--- config.mk ---
export PLATFORM = sky130hd
export DESIGN_NAME = serial_quad_wiper
export DESIGN_NICKNAME = d
export VERILOG_FILES = /design/src/rtl/serial_quad_wiper.sv
export SDC_FILE = /design/constraint.sdc
export NUM_CORES = 1
export LEC_CHECK = 0
export ABC_AREA = 0
export BUFFER_PORTS_ARGS = -buffer_cell sky130_fd_sc_hd__buf_2
export CAP_MARGIN = 20
export CELL_PAD_IN_SITES_DETAIL_PLACEMENT = 1
export CELL_PAD_IN_SITES_GLOBAL_PLACEMENT = 1
export CORE_ASPECT_RATIO = 1.5
export CORE_MARGIN = 1.5
export CORE_UTILIZATION = 25
export CTS_BUF_LIST = sky130_fd_sc_hd__clkbuf_4 sky130_fd_sc_hd__clkbuf_8 sky130_fd_sc_hd__clkbuf_16
export CTS_CLUSTER_SIZE = 25
export DETAILED_ROUTE_END_ITERATION = 7
export PLACE_DENSITY = 0.61
export SETUP_SLACK_MARGIN = 0.3
export SLEW_MARGIN = 20
export SYNTH_ARGS = -nofsm -noshare
export SYNTH_HDL_FRONTEND = slang
export SYNTH_SLANG_ARGS = --single-unit
--- constraint.sdc ---
create_clock -name clk -period 1.8 [get_ports clk]
set_input_delay 0.09 -clock clk [delete_from_list [all_inputs] [get_ports clk]]
set_output_delay 0.09 -clock clk [all_outputs]
set_load 0.05 [all_outputs]
--- src/rtl/serial_quad_wiper.sv ---
module serial_quad_wiper #(
  parameter int W = 8,
  parameter int NCH = 4,
  parameter logic [NCH*W-1:0] INIT = 32'h80_40_C0_10
) (
  input  logic             clk,
  input  logic             rst_n,
  input  logic             ser_clk,
  input  logic             cs,
  input  logic             di,
  input  logic             prog,
  output logic             do_out,
  output logic             do_oe,
  output logic [NCH*W-1:0] wipers
);
  localparam int AW = $clog2(NCH);
  localparam int CW = $clog2(W + 1);

  typedef enum logic [2:0] {S_IDLE, S_ADDR, S_DATA, S_COMMIT, S_GAP} st_t;

  st_t st;
  logic sclk_d;
  logic [CW-1:0] cnt;
  logic [AW-1:0] addr;
  logic [W-1:0] sh;
  logic [NCH-1:0][W-1:0] work, shadow;

  wire rise = ser_clk & ~sclk_d;
  wire [AW-1:0] nxt_addr = (addr >> 1) | (AW'(di) << (AW - 1));

  always_ff @(posedge clk or negedge rst_n) begin
    if (!rst_n) begin
      sclk_d <= 1'b0;
      st     <= S_IDLE;
      cnt    <= '0;
      addr   <= '0;
      sh     <= '0;
      work   <= INIT;
      shadow <= INIT;
    end else begin
      sclk_d <= ser_clk;
      if (!cs) begin
        st   <= S_IDLE;
        cnt  <= '0;
        work <= shadow;
      end else if (rise) begin
        case (st)
          S_IDLE: if (di) begin
            st  <= S_ADDR;
            cnt <= '0;
          end
          S_ADDR: begin
            addr <= nxt_addr;
            if (cnt == CW'(AW - 1)) begin
              st  <= S_DATA;
              cnt <= '0;
              sh  <= work[nxt_addr];
            end else cnt <= cnt + 1'b1;
          end
          S_DATA: begin
            sh <= {di, sh[W-1:1]};
            if (cnt == CW'(W - 1)) begin
              st  <= S_COMMIT;
              cnt <= '0;
            end else cnt <= cnt + 1'b1;
          end
          S_COMMIT: begin
            work[addr] <= sh;
            if (prog) shadow[addr] <= sh;
            st <= S_GAP;
          end
          default: st <= S_IDLE;
        endcase
      end
    end
  end

  assign do_oe  = cs;
  assign do_out = cs & (st == S_DATA) & sh[0];
  assign wipers = work;

  a_r7_revert: assert property (@(posedge clk) disable iff (!rst_n)
    !cs |=> (work == shadow));

  a_r5_hold_outside_commit: assert property (@(posedge clk) disable iff (!rst_n)
    (cs && st != S_COMMIT) |=> $stable(work));

  a_r8_shadow_only_on_prog: assert property (@(posedge clk) disable iff (!rst_n)
    !(cs && st == S_COMMIT && rise && prog) |=> $stable(shadow));

  a_r9_gap_to_idle: assert property (@(posedge clk) disable iff (!rst_n)
    (cs && st == S_GAP && rise) |=> (st == S_IDLE));

  a_r6_quiet_when_released: assert property (@(posedge clk) disable iff (!rst_n)
    !do_oe |-> !do_out);
endmodule

# Word level (Yosys, flattened, before mapping)

Index checks and enable logic that the tools add are counted.

Flip-flop bits (word level): 82
Output and inout port bits: 34

Equal/unequal tests: 12
Mux-type cells: 23
Reductions and logical operators: 9
Order comparisons: 3
Add/sub/neg operators: 1
Bitwise operators: 5

Operators with widths:

| cell                                                               | count |
|---|---|
| two-way mux 32 bit                                                 | 3 |
| bitwise mux 32 bit                                                 | 2 |
| two-way mux 8 bit                                                  | 3 |
| two-way mux 4 bit                                                  | 5 |
| binary-select mux 8 bit (select 2 bit)                             | 1 |
| demux 8 bit (select 2 bit)                                         | 1 |
| one-hot mux 8 bit (2 select lines)                                 | 1 |
| two-way mux 3 bit                                                  | 5 |
| one-hot mux 3 bit (4 select lines)                                 | 1 |
| one-hot mux 4 bit (3 select lines)                                 | 1 |
| AND reduction 4 bit                                                | 3 |
| inequality test 3 bit (second input constant)                      | 3 |
| == test 3 x 2 -> 1 bit (second input constant)                     | 2 |
| less-than comparator 2 x 3 -> 1 bit (second input constant)        | 2 |
| AND reduction 3 bit                                                | 2 |
| adder 4 x 1 -> 4 bit (second input constant)                       | 1 |
| == test 4 x 1 -> 1 bit (second input constant)                     | 1 |
| == test 4 x 3 -> 1 bit (second input constant)                     | 1 |
| inequality test 2 x 1 -> 1 bit (second input constant)             | 2 |
| inequality test 4 x 1 -> 1 bit (second input constant)             | 1 |
| bitwise AND 1 bit                                                  | 3 |
| == test 3 x 1 -> 1 bit (second input constant)                     | 1 |
| logical NOT 3 bit                                                  | 1 |
| greater-or-equal comparator 2 x 1 -> 1 bit (second input constant) | 1 |
| other kinds (6)                                                    | 6 |

# Longest topological paths before layout

Depth after elaboration: 8
Gate-level depth with buffers: 7
Depth with buffers taken out: 6

# Worst setup path after synthesis

No wires, ideal clock.

Path kind: flip-flop to flip-flop
From: register cnt[1]
To: register sh[0]
Data arrival time: 1.656 ns
Slack: 0.062 ns
Stages on the path, launching flop included: 8
Data required time: 1.718 ns
Period minus slack after synthesis: 1.738 ns
Setup time: 0.082 ns
Cells stage by stage: dfrtp_1 inv_1 ha_1 or3b_2 o21ai_2 buf_4 a21oi_1 a31oi_1

Cells in the longest elaborated chain, start to end: 3

Ends and longest elaborated chain:

| what                                   | line | source |
|---|---|---|
| start, declared                        | 23   | `logic [CW-1:0] cnt;` |
| start signal, assigned                 | 58   | `end else cnt <= cnt + 1'b1;` |
| start signal, assigned                 | 65   | `end else cnt <= cnt + 1'b1;` |
| == test 4 x 1 -> 1 bit                 | 54   | `if (cnt == CW'(AW - 1)) begin` |
| inequality test 2 bit (no source line) | -    |  |
| AND reduction 4 bit (no source line)   | -    |  |
| end signal, assigned                   | 57   | `sh <= work[nxt_addr];` |
| end signal, assigned                   | 61   | `sh <= {di, sh[W-1:1]};` |
| end, declared                          | 25   | `logic [W-1:0] sh;` |

No other way between the ends.
A chain may end at the register's enable or synchronous reset.

# Worst setup path in the final report

From: register st[2]
To: register shadow[21] (netlist name)

Cells in the longest elaborated chain, start to end: 2

Ends and longest elaborated chain:

| what                                 | line | source |
|---|---|---|
| start, declared                      | 21   | `st_t st;` |
| start signal, assigned               | 34   | `st <= S_IDLE;` |
| start signal, assigned               | 43   | `st <= S_IDLE;` |
| start signal, assigned               | 49   | `st <= S_ADDR;` |
| == test 3 x 2 -> 1 bit               | 47   | `case (st)` |
| AND reduction 4 bit (no source line) | -    |  |
| end signal, assigned by index        | 69   | `if (prog) shadow[addr] <= sh;` |
| end, declared                        | 26   | `logic [NCH-1:0][W-1:0] work, shadow;` |

No other way between the ends.

==> results.txt <==
The number of enable flip-flop cells after synthesis came out at 0. The analysis attributes to net switching a power of approximately 1400 uW. The cell row count came out at 56.

For this run, the detailed router's first-pass iteration total came to 4. The sum of negative setup slack is 0 ns. The via count normalized by instance count came out at approximately 4.7.

The worst-case clock skew is 0.00680 ns. The layout has 1691 filler cells. The number of clock sinks seen by CTS came out at between 80 and 90. The peak ir drop on the vdd network is 0.413 mV. The cell area that synthesis handed to floorplanning was roughly 4000 um^2. The largest driver fanout on the critical path is 8. The net switching share of the total power is 0.277. The layout cell share with drive strength beyond 1 is 0.442.

The total power density per cell area is ~940 nW/um^2. For this run, the top clock speed supported by timing is between 500 and 600 MHz. The routed via count is between 2000 and 3000.

The met3 demand-to-capacity share in global routing came out at 0.0226. The number of top-level design ports came out at 40. The via count of the first global-routing pass was a little over 3000. The initial antenna violation count is 0. STA classifies the critical path startpoint as a register. The post-cts hold buffer count is 1. The growth of design area from synthesis to finish came out at 32.3%. By area the synthesized netlist is led by sky130_fd_sc_hd__dfrtp_1 45%, sky130_fd_sc_hd__mux2i_1 11%, sky130_fd_sc_hd__mux2_2 10%. TritonCTS created 9 clock buffers.

A synthesized cell averages 12.1 um^2. The actual slew at the worst max-slew pin came out at 0.474 ns. The number of nets produced by synthesis is about 340. The static leakage came out at 0.00243 uW. The count of cell types in the netlist came out at 45. The remaining antenna violation count after routing came out at 0.

For this run, the leading register cell type out of synthesis is sky130_fd_sc_hd__dfrtp_1. Max-cap violations in this run came to 0. The share of synthesized flip-flops with an asynchronous set or reset is 1.00. The biggest area contributor in the post-synthesis netlist is sky130_fd_sc_hd__dfrtp_1.

Among all stages on the critical path, the largest delay is contributed by sky130_fd_sc_hd__dfrtp_1. The global route total overflow came out at 0. The final instance area came out at 5280 um^2. The delay contributed by the slowest stage of the critical path came out at approximately 0.40 ns.

The library cell with the highest instance count after synthesis is sky130_fd_sc_hd__dfrtp_1. In this run the horizontal extent of the chip is ~110 um. Setup repair after global routing could not meet its margin everywhere.

The clock tree from TritonCTS is built. The final antenna diode count is 0. The number of hold-slack violations in the final timing report came out at 1. Detailed placement finished with a half-perimeter wire length of between 7000 and 8000 um. For met2 alone, demand over resource in global routing was 0.237. The type of the tightest min-delay check is in2reg. The endpoint arrival time on the critical path is 1.96 ns. Excluding fillers, the count of instances in the completed layout stands at between 500 and 600. The all-layer global routing usage came out at 0.132. The clock-pin slew reported for the worst setup and hold paths after clock tree synthesis came out at approximately 0.060 ns. The proportion of power drawn by the clock network is 0.428. The core area came out at ~16000 um^2.

The number of synthesized register bits came out at between 80 and 90. The critical path is of the reg2reg type. For this run, the register share of the synthesized area comes to 0.518.

The post-layout utilization of the core came out at 0.338. The fraction of the cycle the final worst path needs came out at 0.969. The post-detailed-route DRC marker count came out at 0.

The run finished, with violations left. The global placement routability congestion is 0.757. The post-placement cell count came out at 564. Setup violations remaining at the end of the flow were counted as 0.

Synthesis produced 331 cells. Measured along the y axis, the die boundary spans about 160 um. In this run the most used layer during global routing was met2.

The floorplan step defined a die boundary enclosing roughly 17000 um^2. The first global-routing pass estimated roughly 17000 um of wire. The final number of max-transition violations is 0.

The H-tree was split into 3 levels. The detailed-route wire length is between 10000 and 15000 um. The buffer levels on the longest clock path is 2. The checks that failed: hold timing.

The root buffer cell chosen for the clock tree is sky130_fd_sc_hd__clkbuf_16. The detailed router finished its first iteration with 91 violations. For this run, global-route usage on met1 was measured as 0.149.

In the final design database the tool counted 397 nets. Final hold analysis gives a worst-case slack of -0.0572 ns. Entering global routing, the biggest net connects 67 pins. The clock latency of the later-clocked register in the worst-skew pair is between 0.3 and 0.4 ns. The wire length per cell came out at 17.7 um.

The placed instances occupy a cell area of about 4600 um^2. The signal on the critical path passes through and4bb_4, nand3_4, nor3b_4, buf_12, mux2_4. The normalized max-slew margin is 0.684. Ranked by instance count, the synthesized netlist is headed by 72 x sky130_fd_sc_hd__dfrtp_1, 42 x sky130_fd_sc_hd__mux2i_1, 40 x sky130_fd_sc_hd__a21oi_1. In this run the tool buffered the top-level ports with 39 buffer cells. Of the total power, combinational logic draws 0.145.

The sequential share of power is 0.428. The required time of the critical path is around 2 ns. The count of yosys warnings during synthesis came out at 0.

The portion of synthesized cell area occupied by the leading cell type is 0.452. The internal cell power is between 3000 and 4000 uW. After layout, the minimum clock period comes to approximately 1.7 ns. The worst setup path is captured at a register. The initial utilization of the core area, before any placement, comes to 0.255.
metrics by stage:
stage	setup WS [ns]	power (uW)
global placement	0.124	2820
CTS	0.0681	5020
global route	0.00481	5150
finish	0.0561	4960
detailed placement	0.0580	2840
floorplan	0.103	2590
logic make-up after synthesis:
family / share of synthesized area
adders and majority gates: 0.00627
and+or+nand+nor: 0.107
muxes: 0.247
buffers and inverters: 0.0380
AOI/OAI and AO/OA: 0.0850
DFF: 0.518
power groups by stage:
| stage | registers (uW) | logic (uW) | clock network [uW] |
|---|---|---|---|
| 6_report | 2120 | 718 | 2120 |
| 5_1_grt | 2140 | 771 | 2230 |
| 4_1_cts | 2120 | 725 | 2170 |
| 3_5_place_dp | 2150 | 692 | 0 |
| 3_3_place_gp | 2140 | 675 | 0 |
| 2_1_floorplan | 2200 | 396 | 0 |
final timing paths:
check | from | endpoint | slack, ns | cells after the start
setup / recovery | st[2]$_DFFE_PN0P_ | shadow[21]$_DFFE_PN0P_ | 0.06 | 5
hold / removal | ser_clk | sclk_d$_DFF_PN0_ | -0.06 | 1
setup reg to reg | st[2]$_DFFE_PN0P_ | shadow[21]$_DFFE_PN0P_ | 0.06 | 5
hold reg to reg | shadow[14]$_DFFE_PN1P_ | wipers[14]$_DFFE_PN1P_ | 0.49 | 2
max in group asynchronous | rst_n | shadow[4]$_DFFE_PN1P_ | 0.96 | 3
min in group asynchronous | rst_n | wipers[6]$_DFFE_PN0P_ | 0.16 | 2
placed cells by master (no fill, tap or decap), types with 2 or more instances in the layout:
cell type | netlist | layout
sky130_fd_sc_hd__a21oi_1 | 40 | 32
sky130_fd_sc_hd__mux2_4 | 0 | 24
sky130_fd_sc_hd__nor3b_4 | 2 | 3
sky130_fd_sc_hd__nor3b_1 | 3 | 2
sky130_fd_sc_hd__bufinv_16 | 0 | 3
sky130_fd_sc_hd__nand3_4 | 1 | 2
sky130_fd_sc_hd__dfstp_2 | 10 | 10
sky130_fd_sc_hd__mux4_2 | 7 | 7
sky130_fd_sc_hd__nand2b_1 | 5 | 4
sky130_fd_sc_hd__clkbuf_16 | 0 | 9
sky130_fd_sc_hd__buf_4 | 2 | 20
sky130_fd_sc_hd__nand2_1 | 7 | 6
sky130_fd_sc_hd__mux2i_1 | 42 | 42
sky130_fd_sc_hd__clkinv_4 | 0 | 2
sky130_fd_sc_hd__nor2_1 | 34 | 33
sky130_fd_sc_hd__buf_2 | 7 | 37
sky130_fd_sc_hd__a31oi_1 | 7 | 7
sky130_fd_sc_hd__mux2_2 | 36 | 12
sky130_fd_sc_hd__nand3_1 | 2 | 2
sky130_fd_sc_hd__nand4b_1 | 2 | 2
sky130_fd_sc_hd__buf_12 | 0 | 8
sky130_fd_sc_hd__nand3b_1 | 2 | 2
sky130_fd_sc_hd__a21oi_2 | 0 | 8
sky130_fd_sc_hd__buf_6 | 3 | 9
sky130_fd_sc_hd__or3b_4 | 0 | 2
sky130_fd_sc_hd__dfrtp_1 | 72 | 72
layout make-up:
type | count | area, um^2 | area share
clock buffer | 10 | 233 | 0.0441
tap | 203 | 254 | 0.0481
inverter | 1 | 3.75 | 0.000711
multi-input combinational | 219 | 1990 | 0.376
sequential | 82 | 2060 | 0.391
timing repair buffer | 76 | 622 | 0.118
clock inverter | 6 | 115 | 0.0218
metal layers:
metal  routed length, um  part of all wire  up-vias
met1                4340              0.41     1448
met5                   0                 0        -
met4                 310             0.029        0
met2                5710              0.54       39
met3                 205             0.019       21
li1                    -                 -     1305
flip-flops by register name (all words and copies together) (netlist names):
signal / cells
sclk_d: 1
sh: 8
shadow: 32
wipers: 32
addr: 2
cnt: 4
st: 3
worst max-delay path: cells and delay by family, from the launching register on:
kind                   cells  cell delay (ns)
and+or+nand+nor            3             0.76
muxes                      1             0.30
DFF                        1             0.40
buffers and inverters      1             0.17
repair_timing:
item                                    in CTS  in global routing
gates resized for setup                     47                 13
buffers inserted                            13                  2
cloned                                       1                  0
endpoints found under the setup margin      73                 79
hold endpoints to repair                    81                  1
pin swaps                                   15                  7
(Power assumes the default switching activity.)
